--- src/rtl/vlc_pkg.sv ---
`timescale 1ns/1ps
package vlc_pkg;
   // First data byte address; durations occupy the addresses below it
   localparam int unsigned A_DAT0  = 4;
   // Number of leading addresses that must be read before the flag can clear
   localparam int unsigned GROUP_N = 6;

   typedef struct packed {
      logic limit;
      logic interlace;
   } mode_t;
endpackage

--- src/rtl/vlc_sat_cnt.sv ---
`timescale 1ns/1ps
module vlc_sat_cnt #(
   parameter int unsigned W        = 8,
   parameter bit          SATURATE = 1'b1
) (
   input  logic         clk,
   input  logic         rst_n,
   input  logic         clr_i,
   input  logic         inc_i,
   output logic [W-1:0] cnt_o
);
   localparam logic [W-1:0] MAXV = '1;

   logic [W-1:0] cnt_q;
   logic [W-1:0] step;

   generate
      if (SATURATE) begin : g_sat
         assign step = (cnt_q == MAXV) ? cnt_q : cnt_q + 1'b1;
      end else begin : g_wrap
         assign step = cnt_q + 1'b1;
      end
   endgenerate

   // clear with a simultaneous increment loads one
   always_ff @(posedge clk or negedge rst_n) begin
      if (!rst_n)     cnt_q <= '0;
      else if (clr_i) cnt_q <= inc_i ? W'(1) : '0;
      else if (inc_i) cnt_q <= step;
   end

   assign cnt_o = cnt_q;
endmodule

--- src/rtl/vlc_burst.sv ---
`timescale 1ns/1ps
module vlc_burst #(
   parameter int unsigned NBITS = 72,
   parameter int unsigned WIN_W = 11
) (
   input  logic             clk,
   input  logic             rst_n,
   input  logic             restart_i,
   input  logic             en_i,
   input  logic             edge_i,
   input  logic             dat_i,
   input  logic             vblank_i,
   output logic             complete_o,
   output logic             blank_o,
   output logic [WIN_W-1:0] win_o,
   output logic [NBITS-1:0] bits_o
);
   localparam int unsigned PCNT_W = $clog2(NBITS + 2);
   localparam logic [PCNT_W-1:0] P_FULL = PCNT_W'(NBITS);
   localparam logic [PCNT_W-1:0] P_LAST = PCNT_W'(NBITS - 1);

   logic [PCNT_W-1:0] pcnt;
   logic              take;
   logic              first;
   logic              win_inc;
   logic [NBITS-1:0]  sr_q;
   logic              blank_q;

   assign take    = en_i && edge_i;
   assign first   = take && (restart_i || pcnt == '0);
   assign win_inc = first || (!restart_i && pcnt != '0 && pcnt < P_FULL);

   vlc_sat_cnt #(.W(PCNT_W), .SATURATE(1'b1)) i_pulse_cnt (
      .clk   (clk),
      .rst_n (rst_n),
      .clr_i (restart_i),
      .inc_i (take),
      .cnt_o (pcnt)
   );

   vlc_sat_cnt #(.W(WIN_W), .SATURATE(1'b1)) i_win_cnt (
      .clk   (clk),
      .rst_n (rst_n),
      .clr_i (first),
      .inc_i (win_inc),
      .cnt_o (win_o)
   );

   always_ff @(posedge clk or negedge rst_n) begin
      if (!rst_n) sr_q <= '0;
      else if (take) sr_q <= {dat_i, sr_q[NBITS-1:1]};
   end

   always_ff @(posedge clk or negedge rst_n) begin
      if (!rst_n)                              blank_q <= 1'b0;
      else if (restart_i)                      blank_q <= 1'b0;
      else if (take && pcnt == P_LAST)         blank_q <= vblank_i;
   end

   assign complete_o = (pcnt == P_FULL);
   assign blank_o    = blank_q;
   assign bits_o     = sr_q;
endmodule

--- src/rtl/vlc_regs.sv ---
`timescale 1ns/1ps
module vlc_regs
   import vlc_pkg::*;
#(
   parameter int unsigned HSW_W  = 10,
   parameter int unsigned WIN_W  = 11,
   parameter int unsigned NBYTES = 9,
   parameter int unsigned ADDR_W = 4
) (
   input  logic                  clk,
   input  logic                  rst_n,
   input  logic                  hsw_ld_i,
   input  logic [HSW_W-1:0]      hsw_i,
   input  logic                  commit_i,
   input  logic [WIN_W-1:0]      win_i,
   input  logic [NBYTES*8-1:0]   data_i,
   input  logic                  mode_wr_i,
   input  logic [1:0]            mode_i,
   input  logic                  rd_en_i,
   input  logic [ADDR_W-1:0]     rd_addr_i,
   output logic [7:0]            rd_data_o,
   output logic                  stat_o,
   output mode_t                 mode_o,
   output logic                  all_read_o,
   output logic [HSW_W-1:0]      hsw_o,
   output logic [WIN_W-1:0]      win_o,
   output logic [NBYTES*8-1:0]   data_o
);
   localparam int unsigned SHADOW = A_DAT0 + NBYTES;
   localparam int unsigned NREG   = SHADOW + 1;

   logic [HSW_W-1:0]    hsw_q;
   logic [WIN_W-1:0]    win_q;
   logic [NBYTES*8-1:0] data_q;
   logic                stat_q;
   mode_t               mode_q;
   logic [GROUP_N-1:0]  rd_mask;
   logic                shadow_rd;
   logic                clr;
   logic [15:0]         hsw_ext;
   logic [15:0]         win_ext;
   logic [7:0]          bank [NREG];

   assign shadow_rd  = rd_en_i && rd_addr_i == ADDR_W'(SHADOW);
   assign all_read_o = &rd_mask;
   assign clr        = shadow_rd && stat_q && all_read_o;

   always_ff @(posedge clk or negedge rst_n) begin
      if (!rst_n)        stat_q <= 1'b0;
      else if (commit_i) stat_q <= 1'b1;
      else if (clr)      stat_q <= 1'b0;
   end

   always_ff @(posedge clk or negedge rst_n) begin
      if (!rst_n)                   hsw_q <= '0;
      else if (clr)                 hsw_q <= '0;
      else if (hsw_ld_i && !stat_q) hsw_q <= hsw_i;
   end

   always_ff @(posedge clk or negedge rst_n) begin
      if (!rst_n) begin
         win_q  <= '0;
         data_q <= '0;
      end else if (commit_i && !stat_q) begin
         win_q  <= win_i;
         data_q <= data_i;
      end else if (clr) begin
         win_q  <= '0;
      end
   end

   always_ff @(posedge clk or negedge rst_n) begin
      if (!rst_n)         mode_q <= '{limit: 1'b1, interlace: 1'b0};
      else if (mode_wr_i) mode_q <= '{limit: mode_i[1], interlace: mode_i[0]};
   end

   // one sticky bit per address of the read-before-clear group
   for (genvar g = 0; g < GROUP_N; g++) begin : g_mask
      always_ff @(posedge clk or negedge rst_n) begin
         if (!rst_n)                  rd_mask[g] <= 1'b0;
         else if (commit_i || clr)    rd_mask[g] <= 1'b0;
         else if (rd_en_i && stat_q && rd_addr_i == ADDR_W'(g))
                                      rd_mask[g] <= 1'b1;
      end
   end

   assign hsw_ext = 16'(hsw_q);
   assign win_ext = 16'(win_q);

   assign bank[0] = hsw_ext[7:0];
   assign bank[1] = hsw_ext[15:8];
   assign bank[2] = win_ext[7:0];
   assign bank[3] = win_ext[15:8];
   for (genvar b = 0; b < NBYTES; b++) begin : g_bank
      assign bank[A_DAT0 + b] = data_q[8*b +: 8];
   end
   assign bank[SHADOW] = {stat_q, 5'b0, mode_q.limit, mode_q.interlace};

   always_comb begin
      rd_data_o = '0;
      for (int k = 0; k < NREG; k++) begin
         if (rd_addr_i == ADDR_W'(k)) rd_data_o = bank[k];
      end
   end

   assign stat_o = stat_q;
   assign mode_o = mode_q;
   assign hsw_o  = hsw_q;
   assign win_o  = win_q;
   assign data_o = data_q;
endmodule

--- src/rtl/vline_capture.sv ---
`timescale 1ns/1ps
module vline_capture
   import vlc_pkg::*;
#(
   parameter int unsigned HSW_W  = 10,
   parameter int unsigned WIN_W  = 11,
   parameter int unsigned NBYTES = 9,
   parameter int unsigned LINE_W = 11,
   parameter int unsigned ADDR_W = 4
) (
   input  logic              clk,
   input  logic              rst_n,
   input  logic              hsync_i,
   input  logic              vsync_i,
   input  logic              vblank_i,
   input  logic              dclk_i,
   input  logic              dat_i,
   input  logic [LINE_W-1:0] sel_line_i,
   input  logic              mode_wr_i,
   input  logic [1:0]        mode_i,
   input  logic              rd_en_i,
   input  logic [ADDR_W-1:0] rd_addr_i,
   output logic [7:0]        rd_data_o,
   output logic              stat_o
);
   localparam int unsigned NBITS = NBYTES * 8;

   initial begin : p_param_chk
      if (HSW_W <= 8 || HSW_W > 16) $fatal(1, "HSW_W must be 9..16");
      if (WIN_W <= 8 || WIN_W > 16) $fatal(1, "WIN_W must be 9..16");
      if (NBYTES < 1) $fatal(1, "NBYTES must be at least 1");
      if (A_DAT0 + NBYTES + 1 > (1 << ADDR_W)) $fatal(1, "ADDR_W too small");
      if (GROUP_N > A_DAT0 + NBYTES) $fatal(1, "read group exceeds map");
   end

   logic [2:0]        sync_q;
   logic              hs_rise, hs_fall, vs_rise, dc_rise;
   logic [LINE_W-1:0] line_cnt;
   logic              line_sel;
   logic              field_q;
   logic              field_ok;
   logic              meas_en;
   logic [HSW_W-1:0]  hs_cnt;
   logic              burst_done;
   logic              burst_blank;
   logic [WIN_W-1:0]  burst_win;
   logic [NBITS-1:0]  burst_bits;
   logic              commit;
   logic              all_read;
   mode_t             mode;
   logic [HSW_W-1:0]  hsw_q;
   logic [WIN_W-1:0]  win_q;
   logic [NBITS-1:0]  data_q;

   always_ff @(posedge clk or negedge rst_n) begin
      if (!rst_n) sync_q <= '0;
      else        sync_q <= {hsync_i, vsync_i, dclk_i};
   end

   assign hs_rise = hsync_i  && !sync_q[2];
   assign hs_fall = !hsync_i && sync_q[2];
   assign vs_rise = vsync_i  && !sync_q[1];
   assign dc_rise = dclk_i   && !sync_q[0];

   vlc_sat_cnt #(.W(LINE_W), .SATURATE(1'b1)) i_line_cnt (
      .clk   (clk),
      .rst_n (rst_n),
      .clr_i (vs_rise),
      .inc_i (hs_rise),
      .cnt_o (line_cnt)
   );

   assign line_sel = (line_cnt == sel_line_i);

   always_ff @(posedge clk or negedge rst_n) begin
      if (!rst_n)       field_q <= 1'b0;
      else if (vs_rise) field_q <= ~field_q;
   end

   assign field_ok = !mode.interlace || field_q;

   always_ff @(posedge clk or negedge rst_n) begin
      if (!rst_n)                  meas_en <= 1'b0;
      else if (commit)             meas_en <= 1'b0;
      else if (vs_rise && !stat_o) meas_en <= 1'b1;
   end

   vlc_sat_cnt #(.W(HSW_W), .SATURATE(1'b1)) i_hs_cnt (
      .clk   (clk),
      .rst_n (rst_n),
      .clr_i (!hsync_i),
      .inc_i (hsync_i),
      .cnt_o (hs_cnt)
   );

   vlc_burst #(.NBITS(NBITS), .WIN_W(WIN_W)) i_burst (
      .clk        (clk),
      .rst_n      (rst_n),
      .restart_i  (hs_rise),
      .en_i       (line_sel),
      .edge_i     (dc_rise),
      .dat_i      (dat_i),
      .vblank_i   (vblank_i),
      .complete_o (burst_done),
      .blank_o    (burst_blank),
      .win_o      (burst_win),
      .bits_o     (burst_bits)
   );

   assign commit = hs_rise && line_sel && burst_done && field_ok && meas_en &&
                   !stat_o && (burst_blank || !mode.limit);

   vlc_regs #(
      .HSW_W  (HSW_W),
      .WIN_W  (WIN_W),
      .NBYTES (NBYTES),
      .ADDR_W (ADDR_W)
   ) i_regs (
      .clk        (clk),
      .rst_n      (rst_n),
      .hsw_ld_i   (hs_fall && vblank_i && meas_en),
      .hsw_i      (hs_cnt),
      .commit_i   (commit),
      .win_i      (burst_win),
      .data_i     (burst_bits),
      .mode_wr_i  (mode_wr_i),
      .mode_i     (mode_i),
      .rd_en_i    (rd_en_i),
      .rd_addr_i  (rd_addr_i),
      .rd_data_o  (rd_data_o),
      .stat_o     (stat_o),
      .mode_o     (mode),
      .all_read_o (all_read),
      .hsw_o      (hsw_q),
      .win_o      (win_q),
      .data_o     (data_q)
   );
endmodule

--- config.mk ---
export PLATFORM = sky130hd
export DESIGN_NAME = vline_capture
export DESIGN_NICKNAME = d
export VERILOG_FILES = /design/src/rtl/vlc_pkg.sv /design/src/rtl/vlc_sat_cnt.sv /design/src/rtl/vlc_burst.sv /design/src/rtl/vlc_regs.sv /design/src/rtl/vline_capture.sv
export SDC_FILE = /design/constraint.sdc
export NUM_CORES = 1
export LEC_CHECK = 0
export BUFFER_PORTS_ARGS = -buffer_cell sky130_fd_sc_hd__buf_4
export CAP_MARGIN = 10
export CORE_MARGIN = 2
export CORE_UTILIZATION = 40
export DETAILED_ROUTE_END_ITERATION = 12
export SETUP_SLACK_MARGIN = 0.1
export SYNTH_ARGS = -nofsm -noshare
export SYNTH_HDL_FRONTEND = slang
export SYNTH_SLANG_ARGS = --single-unit
--- constraint.sdc ---
create_clock -name clk -period 4.7 [get_ports clk]
set_clock_uncertainty 0.2 [all_clocks]
set_input_delay 0.94 -clock clk [delete_from_list [all_inputs] [get_ports clk]]
set_output_delay 0.94 -clock clk [all_outputs]
set_load 0.01 [all_outputs]
======== Yosys cells after proc, flatten, opt, wreduce, memory -nomap -nowiden ========
Index checks and enable logic that the tools add are counted.
cells by class
  add/sub/neg operators ................... 4
  magnitude comparators ................... 1
  eq/ne operators ......................... 24
  multiplexer cells ....................... 50
  bitwise gates (word level) .............. 1
  reductions and logical operators ........ 64
operators by type and width
  cell                                                 number
  2-to-1 mux 8 bit                                     14
  2-to-1 mux 11 bit                                    8
  2-to-1 mux 10 bit                                    4
  logical AND 1 bit                                    30
  nonzero test 2 bit                                   14
  equality test 4 bit, second input constant           6
  adder 11 x 1 -> 11 bit, second input constant        2
  equality test 11 bit, second input constant          2
  equality test 7 bit, second input constant           3
  2-to-1 mux 1 bit                                     21
  2-to-1 mux 7 bit                                     3
  equality test 4 x 3 -> 1 bit, second input constant  4
  equality test 11 bit                                 1
  adder 10 x 1 -> 10 bit, second input constant        1
  equality test 10 bit, second input constant          1
  equality test 4 x 2 -> 1 bit, second input constant  2
  logical NOT 1 bit                                    8
  adder 7 x 1 -> 7 bit, second input constant          1
  logical NOT 7 bit                                    1
  < comparator 7 bit, second input constant            1
  nonzero test 7 bit                                   1
  != test 2 bit, second input constant                 3
  AND reduction 2 bit                                  3
  AND reduction 6 bit                                  1
  5 further kinds                                      9
word-level totals
  register bits ........................... 219
  word-level logic and storage cells ...... 165

======== Longest topological paths before layout ========
Gate-level depths: netlist (run 1).
  depth in word-level cells ............... 15
  gate-level depth with buffers ........... 9

======== Modules after synthesis ========
Synthesis (run 1) repeated with hierarchy kept, for this count alone.
second synthesis, totals
  cell total of the unflattened synthesis .. 1,035
  area, all modules ....................... 10,531.4 um2
modules (own cells, without submodules)
  module                                times used  cells an instance  area an instance (um2)  sequential area each (um2)
  vlc_regs                              1           618                5,208.7                 2,553.7
  vlc_burst                             1           167                2,862.7                 1,826.8
  vlc_sat_cnt at i_burst.i_win_cnt ...  2           62                 599.3                   275.3
  vlc_sat_cnt at i_hs_cnt               1           55                 546.8                   250.2
  vlc_sat_cnt at i_burst.i_pulse_cnt    1           35                 361.6                   175.2
  vline_capture                         1           36                 352.8                   125.1

======== Least setup slack after synthesis (run 1) ========
OpenSTA, ideal clock, no wires.
  path kind ............................... input to output
  start ................................... in rd_addr_i[1]
  end ..................................... out rd_data_o[2]
  data arrival time ....................... 2.386 ns
  required time ........................... 3.560 ns
  setup slack ............................. 1.174 ns
  stages .................................. 5
  cell sequence ........................... buf_2 -> clkbuf_1 -> mux4_2 -> a2111oi_0 -> a21oi_1
on the way
  word-level cells in the longest chain between the ends .. 15
RTL lines
  item                             RTL line             RTL
  start: declaration               vline_capture.sv:22  input logic [ADDR_W-1:0] rd_addr_i,
  logical NOT 4 bit                vlc_regs.sv:102      if (rd_addr_i == ADDR_W'(k)) rd_data_o = bank[k];
  2-to-1 mux 8 bit (13 in series)  vlc_regs.sv:102
  2-to-1 mux 8 bit *               vlc_regs.sv:102
  end: declaration                 vline_capture.sv:23  output logic [7:0] rd_data_o,
Every way passes the cells marked *; elsewhere a longest branch is shown, timed or not.

======== Worst setup path after layout (run 1) ========
  start ................................... in rd_addr_i[0]
  end ..................................... out rd_data_o[2]
Same word-level chain as after synthesis.

==> metrics, run 1 <==
post-route minimum period=4.00 ns; top cells by count, synth=nand2_1 (247), dfrtp_1 (218), mux2_2 (78); Slew headroom=0.246; Starting DRT DRC Count=614; Detailed Place HPWL=15500 um; Worst Tran Pin Value=1.12 ns; vias in the first global route=6927; Layout area overhead=13.3%; initial core utilization=0.407; top-count cell post-synth=nand2_1; r2r startpoint=i_burst.i_pulse_cnt.cnt_o[0]; row cnt=58; Synth warnings=0; drt first pass iters=4; setup violators final=0; Detailed Route WL=23700 um; Setup WS pre-CTS=0.739 ns; final period utilization=0.851; RSZ-0062 raised after global routing=no; CTS tree=built; DRT antenna net count=0; clock latency on the worst-skew pair=0.53 ns; largest net degree at the start of global routing=96; Total GRT Usage=0.183; maximum vdd drop=0.000274 V; cell taking the most area after synthesis=dfrtp_1; synth top area cells=dfrtp_1 (53%), nand2_1 (9.1%), mux2_2 (8.6%), mux2i_1 (1.8%), nor2_1 (1.7%); Avg Cell Area, Syn=10.4 um^2; Max Fclk=0.250 GHz; Crit Path Max Fanout=40; # hold bufs at CTS=0; Pleak=5.67 nW; Worst Setup Slack, final=0.702 ns; die height=164 um; Via-to-Cell Ratio=5.35; Die Width=164 um; reg-to-reg endpoint=i_regs.data_o[46]; H-tree levels=1; core area=25200 um^2; routed len/inst=17.6 um; number of synthesized register bits=219; Pwr Density=352 nW/um^2; Port Buffers=34; Die ar.=26900 um^2; Final Hold Viols=0; grt ovf=0; Clk pin slew, worst setup/hold paths=0.06 ns; Root Driver=clkbuf_16; CP Class=input pin to output port; Hold Path Class=input pin to asynchronous set/reset pin; r2r setup slk=2.07 ns; fraction of layout cells with a size suffix above 1=0.191; drt drc=0; Post-synth EDFFs=0; Top FF cell, synth=dfrtp_1; mapped cell area=10200 um^2; CTS Buffer Depth=3; status=completed; initial antenna violation count=1; gpl congestion=0.868; R2R cell count=8; cells after synthesis=982; Fin Setup TNS=0 ns; post-CTS setup buffers=0; top cell type's share of synthesized area=0.533; clock sink count=219; CTS resizes=0; Syn Nets=1013; Synth cell types=72; filler instances=2353; Crit path arrival time=2.86 ns; register area share after synthesis=0.535; CTS Buf Count=25; CP endpoint kind=output port; # IOs=35; max_cap viols=0; required time worst endpoint=3.56 ns; routed vias=7211; nets=1028; Slew Limit Fails=0; nature of the critical path startpoint=input pin; asr flop ratio synth=1.00; first-pass GRT wire length=39000 um
## layer usage
layer / vias to the layer above / routed length [um] / global-route usage / part of all wire
met1: 3609 / 11900 / 0.284 / 0.50
li1: 3432 / - / - / -
met5: - / 0 / 0 / 0
met2: 137 / 10300 / 0.270 / 0.44
met3: 33 / 958 / 0.0260 / 0.040
met4: 0 / 461 / 0.0459 / 0.019
## critical path, stage by stage
cell	delay [ns]
buf_4	0.24
inv_1	0.57
o22ai_1	0.13
o21ai_0	0.33
o221ai_1	0.16
a21oi_1	0.30
buf_4	0.18
## layout make-up
cell class,count,area [um^2],area share
clock inverters,13,85.1,0.00733
diodes,1,2.50,0.000216
flip-flops and latches,219,5480,0.473
clock buffers,33,726,0.0626
repair buffers,44,375,0.0324
well taps,330,413,0.0356
inverters,12,45.0,0.00388
multi-input cells,695,4470,0.386
## registers in the layout, summed over array words and instances (netlist names), 2 cells and up
register and flops:
i_burst.bits_o 72, i_burst.i_pulse_cnt.cnt_o 7, i_burst.i_win_cnt.cnt_o 11, i_hs_cnt.cnt_o 10, i_line_cnt.cnt_o 11, i_regs.data_o 72
i_regs.hsw_o 10, i_regs.mode_o 2, i_regs.rd_mask 6, i_regs.win_o 11, sync_q 3
## logic make-up (layout without fill, tap and decap cells)
| family | after synthesis | after routing | share of synthesized area |
|---|---|---|---|
| and+or+nand+nor | 425 | 425 | 0.193 |
| muxes | 112 | 112 | 0.129 |
| DFF | 219 | 219 | 0.535 |
| AOI/OAI and AO/OA | 121 | 121 | 0.0799 |
| xor gates and xnor gates | 32 | 32 | 0.0274 |
| other | 0 | 1 | 0 |
| buffers and inverters | 68 | 102 | 0.0297 |
| adders and majority gates | 5 | 5 | 0.00611 |
## layout by cell type (no fill, tap or decap), types with 4 or more instances in the layout
cell | Yosys | final
xnor2_1 | 16 | 16
buf_4 | 2 | 40
clkinv_2 | 0 | 7
a22oi_1 | 4 | 4
nand2_1 | 247 | 247
nand2b_1 | 9 | 9
nor2_1 | 46 | 46
mux2_4 | 9 | 9
and4_1 | 7 | 7
nor2b_1 | 23 | 23
o311ai_0 | 4 | 4
and2_1 | 9 | 9
ha_1 | 5 | 5
a32oi_1 | 4 | 4
o31ai_1 | 4 | 4
dfrtp_1 | 218 | 218
or4_1 | 4 | 4
clkbuf_16 | 0 | 25
clkbuf_8 | 0 | 7
o221ai_1 | 6 | 6
a31oi_1 | 8 | 8
o21ai_0 | 25 | 25
inv_1 | 12 | 12
nand4_1 | 15 | 15
mux2i_1 | 18 | 18
xor2_1 | 16 | 16
and3_1 | 5 | 5
mux4_2 | 4 | 4
nor3_1 | 17 | 16
a21oi_1 | 29 | 29
mux2_2 | 78 | 78
a211oi_1 | 5 | 5
nand3_1 | 19 | 19
## report_power, final
group,total (mW),internal [mW],switching (mW)
sequential,1.95,1.92,0.0310
clock,1.90,1.09,0.810
combinational,0.231,0.0839,0.147
total,4.09,3.10,0.988
## through the flow
stage | power (mW) | instance area, um^2 | hold slack (ns) | instances | util
finish | 4.09 | 11600 | 0.237 | 1347 | 0.461
floorplan | 2.10 | 10200 | 0.233 | 982 | -
global placement | 2.22 | 10800 | 0.249 | 1300 | 0.428
detailed placement | 2.22 | 10800 | 0.253 | 1300 | 0.428
CTS | 4.14 | 11600 | 0.263 | 1346 | 0.461
global route | 4.24 | 11600 | 0.297 | 1346 | 0.461
## worst max path at each step
stage                             from  cells after the start      endpoint  slack [ns]
after floorplan           rd_addr_i[1]                      5  rd_data_o[2]        1.17
after global placement    rd_addr_i[1]                      7  rd_data_o[3]        0.78
after detailed placement  rd_addr_i[1]                      7  rd_data_o[3]        0.74
after CTS                 rd_addr_i[1]                      7  rd_data_o[3]        0.73
after global routing      rd_addr_i[0]                      7  rd_data_o[2]        0.54
final                     rd_addr_i[0]                      7  rd_data_o[2]        0.70
Power figures use the tool's default switching activity.
==> inputs of run 2 (changes only) <==
RECOVER_POWER = 25   (was not set)
==> run 2 against run 1 <==
  * The run now ends with max-capacitance violations, max-slew violations left
  * Design area decreased by 0.22%
  * Combinational power about the same
  * Sequential cell count unchanged
  * Wire length about the same
  * Count of clock-buffer cells in the layout unchanged
  * Largest cell class unchanged
==> metrics, run 2 (synthesis gave the netlist of run 1 again) <==
Worst path max stage delay=0.57 ns (about the same); Slew Limit Fails=95 (was 0); grt ovf=0 (unchanged); Port Buffers=34 (unchanged); CTS resizes=0 (unchanged); Internal=3.10 mW (about the same); Buf/Inv on CP=3 (unchanged); Fin Hold WS=0.264 ns (was 0.237 ns); Starting DRT DRC Count=613 (was 614); Setup WS pre-CTS=0.739 ns (unchanged); Die ar.=26900 um^2 (unchanged); die height=164 um (unchanged); max_cap viols=1 (was 0); FF/Latch Area=5480 um^2 (unchanged); Slew headroom=-0.610 (was 0.246); Via-to-Cell Ratio=5.36 (was 5.35); gpl congestion=0.868 (unchanged); Total GRT Usage=0.183 (unchanged); drt drc=0 (unchanged); cell repeated most along the worst path=buf_4 (unchanged); filler instances=2357 (was 2353); CTS Buffer Depth=3 (unchanged); Layout area overhead=13.0% (was 13.3%); dpl cells=1300 (unchanged); core area=25200 um^2 (unchanged); setup violators final=0 (unchanged); # hold bufs at CTS=0 (unchanged); Final Hold Viols=0 (unchanged); Die Width=164 um (unchanged); fraction of layout cells with a size suffix above 1=0.187 (was 0.191); GRT met2 Usage=0.270 (unchanged); Pleak=5.66 nW (was 5.67 nW); CTS Buf Count=25 (unchanged); Detailed Place HPWL=15500 um (unchanged); drt first pass iters=4 (unchanged); DRT antenna net count=0 (unchanged); CP endpoint kind=output port (unchanged); initial core utilization=0.407 (unchanged); Post-DP Area=10800 um^2 (unchanged); CP Cell Sequence=buf_4 > inv_1 > o22ai_1 > o21ai_0 > o221ai_1 > a21oi_1 > buf_4 (unchanged); Detailed Route WL=23700 um (about the same); initial antenna violation count=1 (unchanged); first-pass GRT wire length=39000 um (unchanged); routed len/inst=17.6 um (about the same); routed vias=7222 (was 7211); CP max stage cell=inv_1 (unchanged); largest net degree at the start of global routing=96 (unchanged); Pwr Density=353 nW/um^2 (was 352 nW/um^2); nature of the critical path startpoint=input pin (unchanged); CTS tree=built (unchanged); Crit Path Max Fanout=40 (unchanged); M3 GR Usage=0.0260 (unchanged); Hold Path Class=flop to flop (was input pin to asynchronous set/reset pin); maximum vdd drop=0.000274 V (about the same); Max Fclk=0.250 GHz (about the same); Top Family by Delay on Critical Path=buffers and inverters (unchanged); Clk pin slew, worst setup/hold paths=0.06 ns (about the same); clock power share=0.466 (about the same); multi-input logic area=4470 um^2 (unchanged); CP Class=input pin to output port (unchanged); combinational share of power=0.056 (about the same); post-route minimum period=4.00 ns (about the same); H-tree levels=1 (unchanged); clock latency on the worst-skew pair=0.53 ns (about the same); RSZ-0062 raised after global routing=no (unchanged); status=complete, but fails checks (was completed); # IOs=35 (unchanged); commonest non-fill, non-tap cell in the layout=nand2_1 (unchanged); vias in the first global route=6927 (unchanged); row cnt=58 (unchanged); grt met1 use=0.284 (unchanged); Fin Setup TNS=0 ns (unchanged); violated checks=max-capacitance violations, max-slew violations; clock sink count=219 (unchanged); most frequent cells in the layout=nand2_1 (247), dfrtp_1 (218), mux2_2 (78) (unchanged); required time worst endpoint=3.56 ns (about the same); post-CTS setup buffers=0 (unchanged); sequential power share=0.478 (about the same); Worst Tran Pin Value=2.42 ns (was 1.12 ns); Root Driver=clkbuf_16 (unchanged); switching share of power=0.242 (about the same); nets=1028 (unchanged); Worst Setup Slack, final=0.699 ns (was 0.702 ns); GR peak layer=met1 (unchanged); Crit path arrival time=2.86 ns (about the same); Post-Layout Cell Count=1347 (unchanged); final period utilization=0.851 (about the same); final instance area=11600 um^2 (about the same); switching power=988 uW (about the same)
==> run 2: routing by layer <==
| layer | up-vias | share of wire |
|---|---|---|
| met3 | 33 | 0.038 |
| met1 | 3620 | 0.51 |
| met4 | 0 | 0.019 |
| li1 | 3434 | - |
| met2 | 135 | 0.44 |
| met5 | - | 0 |
==> run 2: worst min-delay path: stages, from the launching register on <==
cell and delay (ns):
dfrtp_1 0.34, nand2_1 0.05, nand2_1 0.05
==> run 2: power groups by stage <==
stage,Clock [mW],Sequential [mW],Combinational [mW]
floorplan,0,1.98,0.129
global placement,0,1.99,0.231
detailed placement,0,1.99,0.233
CTS,1.95,1.95,0.234
global route,2.03,1.96,0.257
finish,1.90,1.95,0.229
==> run 2: final timing paths <==
| path | startpoint | end | slack [ns] | depth (start not counted) |
|---|---|---|---|---|
| max | rd_addr_i[0] | rd_data_o[2] | 0.70 | 7 |
| min | i_burst.bits_o[0] | i_burst.bits_o[0] | 0.26 | 2 |
| max reg2reg | i_burst.i_pulse_cnt.cnt_o[0] | i_regs.data_o[46] | 2.06 | 8 |
| min reg2reg | i_burst.bits_o[0] | i_burst.bits_o[0] | 0.26 | 2 |
| max in group asynchronous | rst_n | i_regs.win_o[6] | 1.79 | 2 |
| min in group asynchronous | rst_n | i_burst.bits_o[26] | 0.94 | 1 |
==> run 2: per-stage QoR <==
stage                      util  power [mW]
final                     0.460        4.08
after global routing      0.460        4.24
after CTS                 0.461        4.14
after detailed placement  0.428        2.22
after global placement    0.428        2.22
after floorplan               -        2.10
==> run 2: layout make-up <==
type | count | area share
Clock inverter | 13 | 0.00735
Tap cell | 330 | 0.0357
Antenna cell | 1 | 0.000216
Clock buffer | 33 | 0.0627
Timing Repair Buffer | 44 | 0.0303
Inverter | 12 | 0.00389
Multi-Input combinational cell | 695 | 0.386
Sequential cell | 219 | 0.474
==> inputs of run 3 (changes only) <==
clock period = 5 ns   (was 4.7 ns; I/O delays follow)
==> run 3 against run 2 <==
  * The run still ends with max-capacitance violations, max-slew violations left
  * Via count fell by 1.2%
  * Clock power fell by 3%
  * Worst setup slack improved by 0.19 ns
  * Critical path depth did not move
  * Total power fell by 4.6%
  * Combinational power fell by 7%
  * First-iteration DRC count fell by 8.3%
  * Sequential cell count did not move
  * Worst hold slack barely moved
  * Largest cell class unchanged
  * Highest routed layer unchanged
==> metrics, run 3 (synthesis gave the netlist of run 1 again) <==
Max Fclk=0.243 GHz; Layout area overhead=13.0% (about the same); # IOs=35 (unchanged); H-tree levels=1 (unchanged); maximum vdd drop=0.000231 V (was 0.000274 V); most frequent cells in the layout=nand2_1 (247), dfrtp_1 (218), mux2_2 (78) (unchanged); Hold Path Class=flop to flop (unchanged); Total GRT Usage=0.183 (about the same); Detailed Route WL=23700 um (about the same); Port Buffers=34 (unchanged); max_cap viols=1 (unchanged); post-route minimum period=4.11 ns; grt ovf=0 (unchanged); CTS resizes=0 (unchanged); R2R cell count=8 (unchanged); filler instances=2348 (was 2357); Slew headroom=-1.09 (was -0.610); Final Hold Viols=0 (unchanged); Internal=3.00 mW (was 3.10 mW); initial core utilization=0.407 (unchanged); r2r startpoint=i_burst.i_pulse_cnt.cnt_o[0] (unchanged); Via-to-Cell Ratio=5.30 (was 5.36); Die ar.=26900 um^2 (unchanged); nature of the critical path startpoint=input pin (unchanged); CTS Buffer Depth=3 (unchanged); violated checks=max-capacitance violations, max-slew violations (unchanged); setup violators final=0 (unchanged); Crit Path Max Fanout=40 (unchanged); Starting DRT DRC Count=562 (was 613); multi-input logic area=4470 um^2 (unchanged); Root Driver=clkbuf_16 (unchanged); Detailed Place HPWL=15500 um (about the same); switching share of power=0.231 (was 0.242); routed len/inst=17.6 um (about the same); required time worst endpoint=3.80 ns (was 3.56 ns); vias in the first global route=7071 (was 6927); Fin Setup TNS=0 ns (unchanged); clock sink count=219 (unchanged); Pleak=5.66 nW (about the same); r2r setup slk=2.39 ns (was 2.06 ns); first-pass GRT wire length=39000 um (about the same); Fin Hold WS=0.265 ns (was 0.264 ns); initial antenna violation count=1 (unchanged); nets=1028 (unchanged); status=complete, but fails checks (unchanged); CP endpoint kind=output port (unchanged); Pwr Density=337 nW/um^2 (was 353 nW/um^2); CTS Buf Count=25 (unchanged); Worst Tran Pin Value=3.13 ns (was 2.42 ns); routed vias=7137 (was 7222); sequential power share=0.471 (was 0.478); RSZ-0062 raised after global routing=no (unchanged); post-CTS setup buffers=0 (unchanged); core area=25200 um^2 (unchanged); die height=164 um (unchanged); # hold bufs at CTS=0 (unchanged); Slew Limit Fails=123 (was 95); clock power share=0.474 (was 0.466); drt first pass iters=5 (was 4); CTS tree=built (unchanged); clock latency on the worst-skew pair=0.52 ns (was 0.53 ns); largest net degree at the start of global routing=123 (was 96); FF/Latch Area=5480 um^2 (unchanged); Die Width=164 um (unchanged); drt drc=0 (unchanged); Hold Crit Depth=2 (unchanged); reg-to-reg endpoint=i_regs.data_o[68] (was i_regs.data_o[46]); row cnt=58 (unchanged); Hold Path Sink=i_burst.bits_o[0] (unchanged); CP Class=input pin to output port (unchanged); Hold Path Origin=i_burst.bits_o[0] (unchanged); Clk pin slew, worst setup/hold paths=0.06 ns (about the same); Crit path arrival time=2.91 ns (was 2.86 ns); switching power=900 uW (was 988 uW); DRT antenna net count=0 (unchanged); final period utilization=0.822; commonest non-fill, non-tap cell in the layout=nand2_1 (unchanged); gpl congestion=0.869 (was 0.868); fraction of layout cells with a size suffix above 1=0.185 (was 0.187); combinational share of power=0.055 (was 0.056)
-- run 3: cell types whose count changed in the layout (fill, tap and decap cells not counted), sizes merged --
cell	change
clkbuf	-3
clkinv	+1
bufinv	+3
inv	-2
-- run 3: how the worst max path moves through the flow --
stage / from / endpoint / slack [ns] / depth (start not counted)
finish: rd_addr_i[0] / rd_data_o[2] / 0.89 / 7
global route: rd_addr_i[0] / rd_data_o[2] / 0.71 / 7
CTS: rd_addr_i[1] / rd_data_o[3] / 0.94 / 7
detailed placement: rd_addr_i[1] / rd_data_o[3] / 0.95 / 7
global placement: rd_addr_i[1] / rd_data_o[3] / 0.95 / 7
floorplan: rd_addr_i[1] / rd_data_o[2] / 1.35 / 5
-- run 3: critical path, stage by stage --
cell and delay (ns):
buf_4 0.24, inv_1 0.57, o22ai_1 0.13, o21ai_0 0.36, o221ai_1 0.15, a21oi_1 0.26, buf_4 0.17
-- run 3: layout make-up --
class / count / share of cell area
inverters: 12 / 0.00389
well taps: 330 / 0.0357
multi-input cells: 695 / 0.386
clock inverters: 15 / 0.0137
flip-flops and latches: 219 / 0.474
clock buffers: 30 / 0.0583
repair buffers: 44 / 0.0281
diodes: 1 / 0.000216
-- run 3: power by group through the flow --
stage          combinational, mW  clock [mW]  sequential, mW
2_1_floorplan              0.121           0            1.86
6_report                   0.214        1.85            1.83
4_1_cts                    0.218        1.90            1.83
3_3_place_gp               0.216           0            1.87
5_1_grt                    0.241        1.97            1.84
3_5_place_dp               0.218           0            1.87
-- run 3: per-stage QoR --
stage	std cells	util	total power, mW	worst slack, ns	cell area (um^2)
3_3_place_gp	1300	0.427	2.08	0.954	10800
5_1_grt	1345	0.459	4.05	0.711	11600
6_report	1346	0.460	3.90	0.890	11600
3_5_place_dp	1300	0.427	2.08	0.947	10800
4_1_cts	1345	0.460	3.95	0.939	11600
2_1_floorplan	982	-	1.98	1.35	10200
-- run 3: routing by layer --
layer  GRT usage  wire length [um]  part of all wire
met4      0.0443               507             0.021
met1       0.276             11600              0.49
met2       0.274             10500              0.44
met3      0.0301              1080             0.046
met5           0                 0                 0
